==> src/rtl/cardirq_pkg.sv <==
`timescale 1ns/1ps
package cardirq_pkg;
  localparam int FLAG_W    = 8;
  localparam int B_CDET    = 7;
  localparam int B_RESP    = 6;
  localparam int B_CMD     = 5;
  localparam int B_FRAME   = 4;
  localparam int B_WHOLE   = 3;
  localparam int B_HALF    = 2;
  localparam int B_BLOCK   = 1;
  localparam logic [FLAG_W-1:0] LIVE_BITS = 8'hFE;
endpackage

==> src/rtl/cardirq_sync_edge.sv <==
`timescale 1ns/1ps
module cardirq_sync_edge #(
  parameter int STAGES = 2
) (
  input  logic clk,
  input  logic rst_n,
  input  logic level_i,
  output logic change_o
);
  logic [STAGES-1:0] sync_q;
  logic              last_q;

  always_ff @(posedge clk or negedge rst_n) begin
    if (!rst_n) begin
      sync_q <= '0;
      last_q <= 1'b0;
    end else begin
      sync_q <= {sync_q[STAGES-2:0], level_i};
      last_q <= sync_q[STAGES-1];
    end
  end

  assign change_o = sync_q[STAGES-1] ^ last_q;
endmodule

==> src/rtl/cardirq_fifo_thresh.sv <==
`timescale 1ns/1ps
module cardirq_fifo_thresh #(
  parameter int DEPTH  = 16,
  parameter int THRESH = 8,
  parameter int LVL_W  = $clog2(DEPTH + 1)
) (
  input  logic             clk,
  input  logic             rst_n,
  input  logic [LVL_W-1:0] level_i,
  input  logic             dir_tx_i,
  output logic             cross_o
);
  localparam logic [LVL_W-1:0] DEPTH_V  = LVL_W'(DEPTH);
  localparam logic [LVL_W-1:0] THRESH_V = LVL_W'(THRESH);

  logic [LVL_W-1:0] avail;
  logic             above_now;
  logic             above_q;

  assign avail     = dir_tx_i ? (DEPTH_V - level_i) : level_i;
  assign above_now = (avail >= THRESH_V);

  always_ff @(posedge clk or negedge rst_n) begin
    if (!rst_n) above_q <= 1'b0;
    else        above_q <= above_now;
  end

  assign cross_o = above_now & ~above_q;
endmodule

==> src/rtl/cardirq_flag_bank.sv <==
`timescale 1ns/1ps
module cardirq_flag_bank
  import cardirq_pkg::*;
(
  input  logic              clk,
  input  logic              rst_n,
  input  logic [FLAG_W-1:0] set_i,
  input  logic              clear_i,
  output logic [FLAG_W-1:0] flags_o
);
  logic [FLAG_W-1:0] flags_q;
  logic [FLAG_W-1:0] kept;

  assign kept = clear_i ? '0 : flags_q;

  always_ff @(posedge clk or negedge rst_n) begin
    if (!rst_n) flags_q <= '0;
    else        flags_q <= (kept | set_i) & LIVE_BITS;
  end

  assign flags_o = flags_q;
endmodule

==> src/rtl/cardirq_flags.sv <==
`timescale 1ns/1ps
module cardirq_flags
  import cardirq_pkg::*;
#(
  parameter int FIFO_DEPTH = 16,
  parameter int ADDR_W     = 1,
  parameter int LVL_W      = $clog2(FIFO_DEPTH + 1)
) (
  input  logic              clk,
  input  logic              rst_n,
  input  logic              card_det_i,
  input  logic              resp_done_i,
  input  logic              cmd_done_i,
  input  logic              frame_done_i,
  input  logic              block_done_i,
  input  logic [LVL_W-1:0]  fifo_level_i,
  input  logic              dir_tx_i,
  input  logic              bus_rd_i,
  input  logic              bus_wr_i,
  input  logic [ADDR_W-1:0] bus_addr_i,
  input  logic [FLAG_W-1:0] bus_wdata_i,
  output logic [FLAG_W-1:0] bus_rdata_o,
  output logic              irq_o
);
  localparam int N_THR = 2;
  localparam int THR_LEVEL [N_THR] = '{FIFO_DEPTH / 2, FIFO_DEPTH};
  localparam int THR_BIT   [N_THR] = '{B_HALF, B_WHOLE};
  localparam logic [ADDR_W-1:0] A_STATUS = ADDR_W'(0);
  localparam logic [ADDR_W-1:0] A_MASK   = ADDR_W'(1);

  logic              cdet_chg;
  logic [N_THR-1:0]  thr_hit;
  logic [FLAG_W-1:0] set_vec;
  logic [FLAG_W-1:0] flags;
  logic [FLAG_W-1:0] mask_q;
  logic              sel_status;
  logic              sel_mask;

  assign sel_status = (bus_addr_i == A_STATUS);
  assign sel_mask   = (bus_addr_i == A_MASK);

  cardirq_sync_edge #(.STAGES(2)) u_cdet (
    .clk      (clk),
    .rst_n    (rst_n),
    .level_i  (card_det_i),
    .change_o (cdet_chg)
  );

  for (genvar t = 0; t < N_THR; t++) begin : g_thr
    cardirq_fifo_thresh #(
      .DEPTH  (FIFO_DEPTH),
      .THRESH (THR_LEVEL[t]),
      .LVL_W  (LVL_W)
    ) u_thr (
      .clk      (clk),
      .rst_n    (rst_n),
      .level_i  (fifo_level_i),
      .dir_tx_i (dir_tx_i),
      .cross_o  (thr_hit[t])
    );
  end

  always_comb begin
    set_vec           = '0;
    set_vec[B_CDET]   = cdet_chg;
    set_vec[B_RESP]   = resp_done_i;
    set_vec[B_CMD]    = cmd_done_i;
    set_vec[B_FRAME]  = frame_done_i;
    set_vec[B_BLOCK]  = block_done_i;
    for (int t = 0; t < N_THR; t++) set_vec[THR_BIT[t]] = thr_hit[t];
  end

  cardirq_flag_bank u_bank (
    .clk     (clk),
    .rst_n   (rst_n),
    .set_i   (set_vec),
    .clear_i (bus_rd_i & sel_status),
    .flags_o (flags)
  );

  always_ff @(posedge clk or negedge rst_n) begin
    if (!rst_n)                    mask_q <= '0;
    else if (bus_wr_i && sel_mask) mask_q <= bus_wdata_i & LIVE_BITS;
  end

  assign bus_rdata_o = sel_mask ? mask_q : (sel_status ? flags : '0);
  assign irq_o       = |(flags & ~mask_q);
endmodule

==> config.mk <==
export PLATFORM = sky130hd
export DESIGN_NAME = cardirq_flags
export DESIGN_NICKNAME = d
export VERILOG_FILES = /design/src/rtl/cardirq_pkg.sv /design/src/rtl/cardirq_sync_edge.sv /design/src/rtl/cardirq_fifo_thresh.sv /design/src/rtl/cardirq_flag_bank.sv /design/src/rtl/cardirq_flags.sv
export SDC_FILE = /design/constraint.sdc
export NUM_CORES = 1
export LEC_CHECK = 0
export ABC_AREA = 1
export BUFFER_PORTS_ARGS = -buffer_cell sky130_fd_sc_hd__buf_2
export CORE_UTILIZATION = 43
export DETAILED_ROUTE_END_ITERATION = 8
export HOLD_SLACK_MARGIN = 0.15
export PLACE_DENSITY = 0.74
export SETUP_SLACK_MARGIN = 0.4
export SLEW_MARGIN = 20
export SYNTH_ARGS = -nofsm -noshare
export SYNTH_HDL_FRONTEND = slang
export SYNTH_SLANG_ARGS = --single-unit
==> constraint.sdc <==
create_clock -name clk -period 0.8 [get_ports clk]
set_input_delay 0.08 -clock clk [delete_from_list [all_inputs] [get_ports clk]]
set_output_delay 0.08 -clock clk [all_outputs]
set_load 0.1 [all_outputs]
# Word-level counts from Yosys, hierarchy flattened
# Index checks and enable logic that the tools add are counted.
# Widths: inputs -> output; s select.
[word_totals] ff_bits=19 latch_bits=0 ramBits=0 romBits=0 in_bits=24 output_inout_bits=9 wordCells=24 memories=0
[classes] n_addsub=1 multipliers=0 div_mod_pow=0 magnitude_cmp=2 eq_ne=0 n_shift=0 muxes=3 bitwise=10 n_reduce_logical=2
[ops] operator="$mux 8" count=2
[ops] operator="$and 8x8->8" count=1
[ops] operator="$not 8->8" count=1
[ops] operator="$or 8x8->8" count=1
[ops] operator="$reduce_or 8->1" count=1
[ops] operator="$ge 5x4->1 const B" count=1
[ops] operator="$ge 5x5->1 const B" count=1
[ops] operator="$mux 5" count=1
[ops] operator="$sub 5x5->5 const A" count=1
[ops] operator="$and 1x1->1" count=3
[ops] operator="$not 1->1" count=3
[ops] operator="$logic_and 1x1->1" count=1
[ops] operator="$xor 1x1->1" count=1

# Depth between registers and ports, before layout
[logic_depth] depth_word=5 mapped_depth=8 mapped_depth_nobuf=8

# Cells and area by module
# Synthesis repeated with hierarchy kept, for this count alone.
[hier_totals] hier_cells=137 hier_area_um2=997.2
[modules_own_cells] mod="cardirq_flags" instances=1 cells_per_inst=65 area_each_um2=436.7 seq_area_each_um2=175.2
[modules_own_cells] mod="cardirq_flag_bank" instances=1 cells_per_inst=31 area_each_um2=269.0 seq_area_each_um2=175.2
[modules_own_cells] mod="cardirq_fifo_thresh at g_thr[0].u_thr" instances=1 cells_per_inst=22 area_each_um2=125.1 seq_area_each_um2=25.0
[modules_own_cells] mod="cardirq_sync_edge" instances=1 cells_per_inst=8 area_each_um2=93.8 seq_area_each_um2=75.1
[modules_own_cells] mod="cardirq_fifo_thresh at g_thr[1].u_thr" instances=1 cells_per_inst=11 area_each_um2=72.6 seq_area_each_um2=25.0

# Worst setup path after synthesis
# No wires, ideal clock.
[synth_timing] kind="input -> output" startpoint="in bus_addr_i" endpoint="out bus_rdata_o[4]" arrival_ns=1.759 required_time_ns=0.720 slack_ns=-1.039 path_stages=3 path_buffers=2 cell_sequence="buf_4 > buf_2 > o21ai_1"
[synth_via] elab_chain_len=1
[synth_rtl] item="start: declaration" line_no="cardirq_flags.sv:20" text="input logic [ADDR_W-1:0] bus_addr_i,"
[synth_rtl] item="$mux 8" line_no="cardirq_flags.sv:86" text="assign bus_rdata_o = sel_mask ? mask_q : (sel_status ? flags : '0);"
[synth_rtl] item="end: declaration" line_no="cardirq_flags.sv:22" text="output logic [FLAG_W-1:0] bus_rdata_o,"
# No other way between the ends.

# Worst setup path in the final report
[layout_timing] startpoint="reg u_bank.flags_q[5] (netlist: u_bank.flags_o[5])" endpoint="out irq_o"
[layout_via] elab_chain_len=2
[layout_rtl] item="start: declaration" line_no="cardirq_flag_bank.sv:11" text="logic [FLAG_W-1:0] flags_q;"
[layout_rtl] item="start signal: assignment" line_no="cardirq_flag_bank.sv:18" text="else flags_q <= (kept | set_i) & LIVE_BITS;"
[layout_rtl] item="$and 8x8->8" line_no="cardirq_flags.sv:87" text="assign irq_o = |(flags & ~mask_q);"
[layout_rtl] item="$reduce_or 8->1" line_no="cardirq_flags.sv:87"
[layout_rtl] item="end: declaration" line_no="cardirq_flags.sv:23" text="output logic irq_o"
# No other way between the ends.

==> impl_metrics.prom <==
# TYPE chip_impl_metric gauge
chip_impl_info{name="synth_top_family_by_area",value="simple AND/OR/NAND/NOR gates"} 1
chip_impl_metric{name="cts.sinks",unit=""} 19
chip_impl_info{name="clock_tree_from_tritoncts",value="yes"} 1
chip_impl_metric{name="io_buffers",unit=""} 30
chip_impl_info{name="run_status",value="finished with violations"} 1
chip_impl_info{name="rsz0062_at_grt",value="yes"} 1
chip_impl_metric{name="vdd_ir_drop_max",unit="V"} 0.001576
chip_impl_info{name="synth.area.top_cells",value="sky130_fd_sc_hd__dfrtp_1 (52%), sky130_fd_sc_hd__mux2_4 (12%), sky130_fd_sc_hd__nand2_1 (6.6%), sky130_fd_sc_hd__o21ai_1 (4.4%), sky130_fd_sc_hd__inv_1 (3.7%)"} 1
chip_impl_metric{name="io_pins",unit=""} 33
chip_impl_metric{name="switching_power_total",unit="mW"} 1.194
chip_impl_metric{name="post-synth-top-area-fraction",unit="%"} 52.34
chip_impl_info{name="yosysTopAreaCell",value="sky130_fd_sc_hd__dfrtp_1"} 1
chip_impl_metric{name="swShare",unit="%"} 38.56
chip_impl_metric{name="hpwlAfterDp",unit="mm"} 1.560
chip_impl_metric{name="layout_min_cycle_time",unit="ns"} 1.391
chip_impl_metric{name="flow.area_growth_from_synthesis",unit="%"} 78.79
chip_impl_metric{name="gp_routability_congestion",unit=""} 0.7571
chip_impl_metric{name="pwr-share-seq",unit="%"} 36.7
chip_impl_metric{name="ys_seq_elements",unit=""} 19
chip_impl_metric{name="htree_levels",unit=""} 1
chip_impl_metric{name="design.core.area",unit="mm2"} 0.001982
chip_impl_metric{name="worst_ep_required_time",unit="ns"} 0.72
chip_impl_info{name="final_cell_mix",value="sky130_fd_sc_hd__buf_2 (21), sky130_fd_sc_hd__dfrtp_1 (19), sky130_fd_sc_hd__buf_6 (18), sky130_fd_sc_hd__buf_12 (9)"} 1
chip_impl_metric{name="power_leakage",unit="nW"} 0.8299
chip_impl_info{name="criticalPathCategory",value="flop to primary output"} 1
chip_impl_metric{name="power.density_cell_area",unit="mW/mm2"} 1906
chip_impl_metric{name="grt_start_max_net_pins",unit=""} 20
chip_impl_metric{name="grt_antenna_before_repair",unit=""} 0
chip_impl_metric{name="synthMuxAreaShare",unit="%"} 11.57
chip_impl_metric{name="syn_nets",unit=""} 114
chip_impl_metric{name="antenna_cells_inserted",unit=""} 0
chip_impl_metric{name="detail_route.vias_per_cell",unit=""} 4.722
chip_impl_info{name="cp-start-kind",value="flop"} 1
chip_impl_metric{name="report.final.setup_viol",unit=""} 17
chip_impl_metric{name="detailed_place.area",unit="mm2"} 0.001419
chip_impl_info{name="hold_removal_path_class",value="input port to asynchronous set/reset pin"} 1
chip_impl_metric{name="power.clock.fraction",unit="%"} 16.8
chip_impl_metric{name="whs",unit="ns"} -0.3170
chip_impl_metric{name="setup_ws_final",unit="ns"} -0.5910
chip_impl_metric{name="timing.fmax",unit="MHz"} 718.9
chip_impl_metric{name="clk_pin_slew",unit="ns"} 0.12
chip_impl_metric{name="postRouteAntennaNets",unit=""} 0
chip_impl_metric{name="via_count_of_the_first_global_routing_pass",unit=""} 780
chip_impl_metric{name="grt_overflow",unit=""} 0
chip_impl_metric{name="die-width",unit="um"} 47.96
chip_impl_metric{name="ys_warn_count",unit=""} 0
chip_impl_metric{name="net_total_in_the_final_layout",unit=""} 167
chip_impl_info{name="worst_flop_to_flop_path_startpoint",value="mask_q[6]$_DFFE_PN0P_"} 1
chip_impl_metric{name="drt-total-wl",unit="mm"} 2.522
chip_impl_metric{name="crit_path_max_fanout",unit=""} 2
chip_impl_metric{name="start_util",unit="%"} 45.83
chip_impl_metric{name="fp.dieArea",unit="mm2"} 0.002300
chip_impl_metric{name="critPathArrivalTime",unit="ns"} 1.31
chip_impl_metric{name="clock-skew-final",unit="ns"} 0.009155
chip_impl_metric{name="yosysSeqAreaShare",unit="%"} 52.34
chip_impl_metric{name="worst-r2r-setup-slack",unit="ns"} -0.33
chip_impl_metric{name="final_layout_size_suffix_gt1_share",unit="%"} 71.13
chip_impl_metric{name="numCtsBuffers",unit=""} 3
chip_impl_metric{name="first_iter_violations",unit=""} 8
chip_impl_metric{name="dieHeight",unit="um"} 47.96
chip_impl_metric{name="synthesis.area",unit="um2"} 908.4
chip_impl_info{name="reg2reg_to",value="mask_q[6]$_DFFE_PN0P_"} 1
chip_impl_metric{name="post_synth_num_cell_types",unit=""} 22
chip_impl_metric{name="row_count",unit=""} 16
chip_impl_info{name="layout_commonest_cell",value="sky130_fd_sc_hd__buf_2"} 1
chip_impl_metric{name="finish.instance_area",unit="mm2"} 0.001624
chip_impl_metric{name="yosys.area_share.xor_xnor",unit="%"} 0.9642
chip_impl_metric{name="power.total",unit="mW"} 3.096
chip_impl_metric{name="final.period_utilization",unit="%"} 173.9
chip_impl_metric{name="final_hold_viol_count",unit=""} 27
chip_impl_metric{name="worst_r2r_path_depth",unit=""} 4
chip_impl_metric{name="synth_adder_area_share",unit="%"} 0
chip_impl_info{name="failed_checks",value="negative hold slack, negative setup slack"} 1
chip_impl_metric{name="first_pass_grt_wire_length",unit="mm"} 3.477
chip_impl_info{name="crit_path_end_kind",value="primary output"} 1
chip_impl_metric{name="share_comb_of_total_power",unit="%"} 46.5
chip_impl_metric{name="cap_violations",unit=""} 0
chip_impl_metric{name="grt.total_usage",unit="%"} 23.43
chip_impl_metric{name="drv_slew",unit=""} 0
chip_impl_metric{name="drcViolationCount",unit=""} 0
chip_impl_info{name="clock_tree.root_cell",value="sky130_fd_sc_hd__clkbuf_4"} 1
chip_impl_metric{name="synthesis.area_per_instance",unit="um2"} 10.09
chip_impl_metric{name="int_pwr",unit="mW"} 1.902
chip_impl_metric{name="clock_tree.buffer_depth",unit=""} 2
chip_impl_metric{name="post_synth_inst_count",unit=""} 90
chip_impl_metric{name="synth_simple_gate_area_share",unit="%"} 15.43
chip_impl_metric{name="clk-insertion-delay-late",unit="ns"} 0.31
chip_impl_metric{name="via_total_after_detailed_routing",unit=""} 798
chip_impl_metric{name="synth_compound_gate_area_share",unit="%"} 11.29
chip_impl_metric{name="wire_length_per_cell",unit="um"} 14.92
chip_impl_metric{name="drt_first_pass_iters",unit=""} 3
==> cell usage after synthesis <==
master / number
sky130_fd_sc_hd__buf_2: 1
sky130_fd_sc_hd__buf_4: 2
sky130_fd_sc_hd__clkinv_1: 1
sky130_fd_sc_hd__conb_1: 1
sky130_fd_sc_hd__dfrtp_1: 19
sky130_fd_sc_hd__inv_1: 9
sky130_fd_sc_hd__inv_2: 4
sky130_fd_sc_hd__mux2_4: 7
sky130_fd_sc_hd__nand2_1: 16
sky130_fd_sc_hd__nand2_2: 2
sky130_fd_sc_hd__nand2_4: 1
sky130_fd_sc_hd__nand3_1: 1
sky130_fd_sc_hd__nand3_2: 1
sky130_fd_sc_hd__nand3b_2: 1
sky130_fd_sc_hd__nor2_1: 3
sky130_fd_sc_hd__nor2_2: 3
sky130_fd_sc_hd__o21ai_0: 1
sky130_fd_sc_hd__o21ai_1: 8
sky130_fd_sc_hd__o21ai_2: 1
sky130_fd_sc_hd__o21bai_1: 4
sky130_fd_sc_hd__o22ai_1: 3
sky130_fd_sc_hd__xnor2_1: 1
==> stage by stage <==
stage | utilization (%) | setup slack (ns) | hold slack [ns] | TNS (ns) | std cells
6_report | 81.94 | -0.5910 | -0.3170 | -4.908 | 169
5_1_grt | 81.94 | -0.6296 | -0.3079 | -5.608 | 169
4_1_cts | 78.60 | -0.5148 | -0.3023 | -4.337 | 166
3_5_place_dp | 71.59 | -0.2118 | 0.03842 | -1.894 | 158
3_3_place_gp | 71.59 | -0.2098 | 0.03372 | -1.556 | 158
2_1_floorplan | - | -0.2078 | -0.2156 | -1.551 | 90
==> cell type report <==
type / instances / area (um2)
clock buffers: 3 / 22.52
clock inverters: 1 / 7.507
fillers: 100 / 357.8
inverters: 14 / 55.05
multi-input cells: 54 / 519.2
flip-flops and latches: 19 / 475.5
well taps: 27 / 33.78
repair buffers: 51 / 510.5
==> power groups by stage <==
stage               logic (mW)  registers (mW)  clock network, mW
global placement          1.20            1.13                  0
finish                    1.44            1.14              0.519
detailed placement        1.23            1.13                  0
floorplan                0.771            1.13                  0
CTS                       1.35            1.13              0.512
global route              1.51            1.15              0.576
==> flip-flops by register name, indices dropped and copies added (netlist names) <==
signal               flops
mask_q                   7
u_bank.flags_o           7
g_thr.u_thr.above_q      2
u_cdet.sync_q            2
u_cdet.last_q            1
==> layer usage <==
layer / global-route usage (%) / wire, um
met5: 0 / 0
met4: 12.22 / 108
met3: 5.660 / 63
met2: 40.54 / 1389
met1: 26.62 / 961
==> worst max-delay path by stage <==
stage                                            from        endpoint  slack [ns]  cells past startpoint
after floorplan           u_bank.flags_o[4]$_DFF_PN0_  bus_rdata_o[4]       -0.21                      2
after global placement    u_bank.flags_o[2]$_DFF_PN0_           irq_o       -0.21                      5
after detailed placement  u_bank.flags_o[2]$_DFF_PN0_           irq_o       -0.21                      5
after CTS                 u_bank.flags_o[7]$_DFF_PN0_           irq_o       -0.51                      5
after global routing      u_bank.flags_o[5]$_DFF_PN0_           irq_o       -0.63                      5
final                     u_bank.flags_o[5]$_DFF_PN0_           irq_o       -0.59                      5
==> repair_timing <==
action | CTS | global route
setup buffers | 4 | 3
resized for setup | 22 | 12
pin swaps | 16 | 7
hold endpoints to repair | 34 | 34
endpoints found under the setup margin | 25 | 26
==> logic make-up (layout without fill, tap and decap cells) <==
group           Yosys count  count (layout)
flops                    19              19
other cells               1               1
buf+inv                  17              69
compound gates           17              17
simple gates             28              28
mux                       7               7
xor+xnor                  1               1
==> worst max-delay path, stage by stage, from the launching register on <==
cell	delay, ns
sky130_fd_sc_hd__dfrtp_1	0.40
sky130_fd_sc_hd__inv_2	0.08
sky130_fd_sc_hd__o22ai_2	0.09
sky130_fd_sc_hd__nor2_2	0.18
sky130_fd_sc_hd__nand2_4	0.08
sky130_fd_sc_hd__buf_12	0.16
Power figures use the tool's default switching activity.
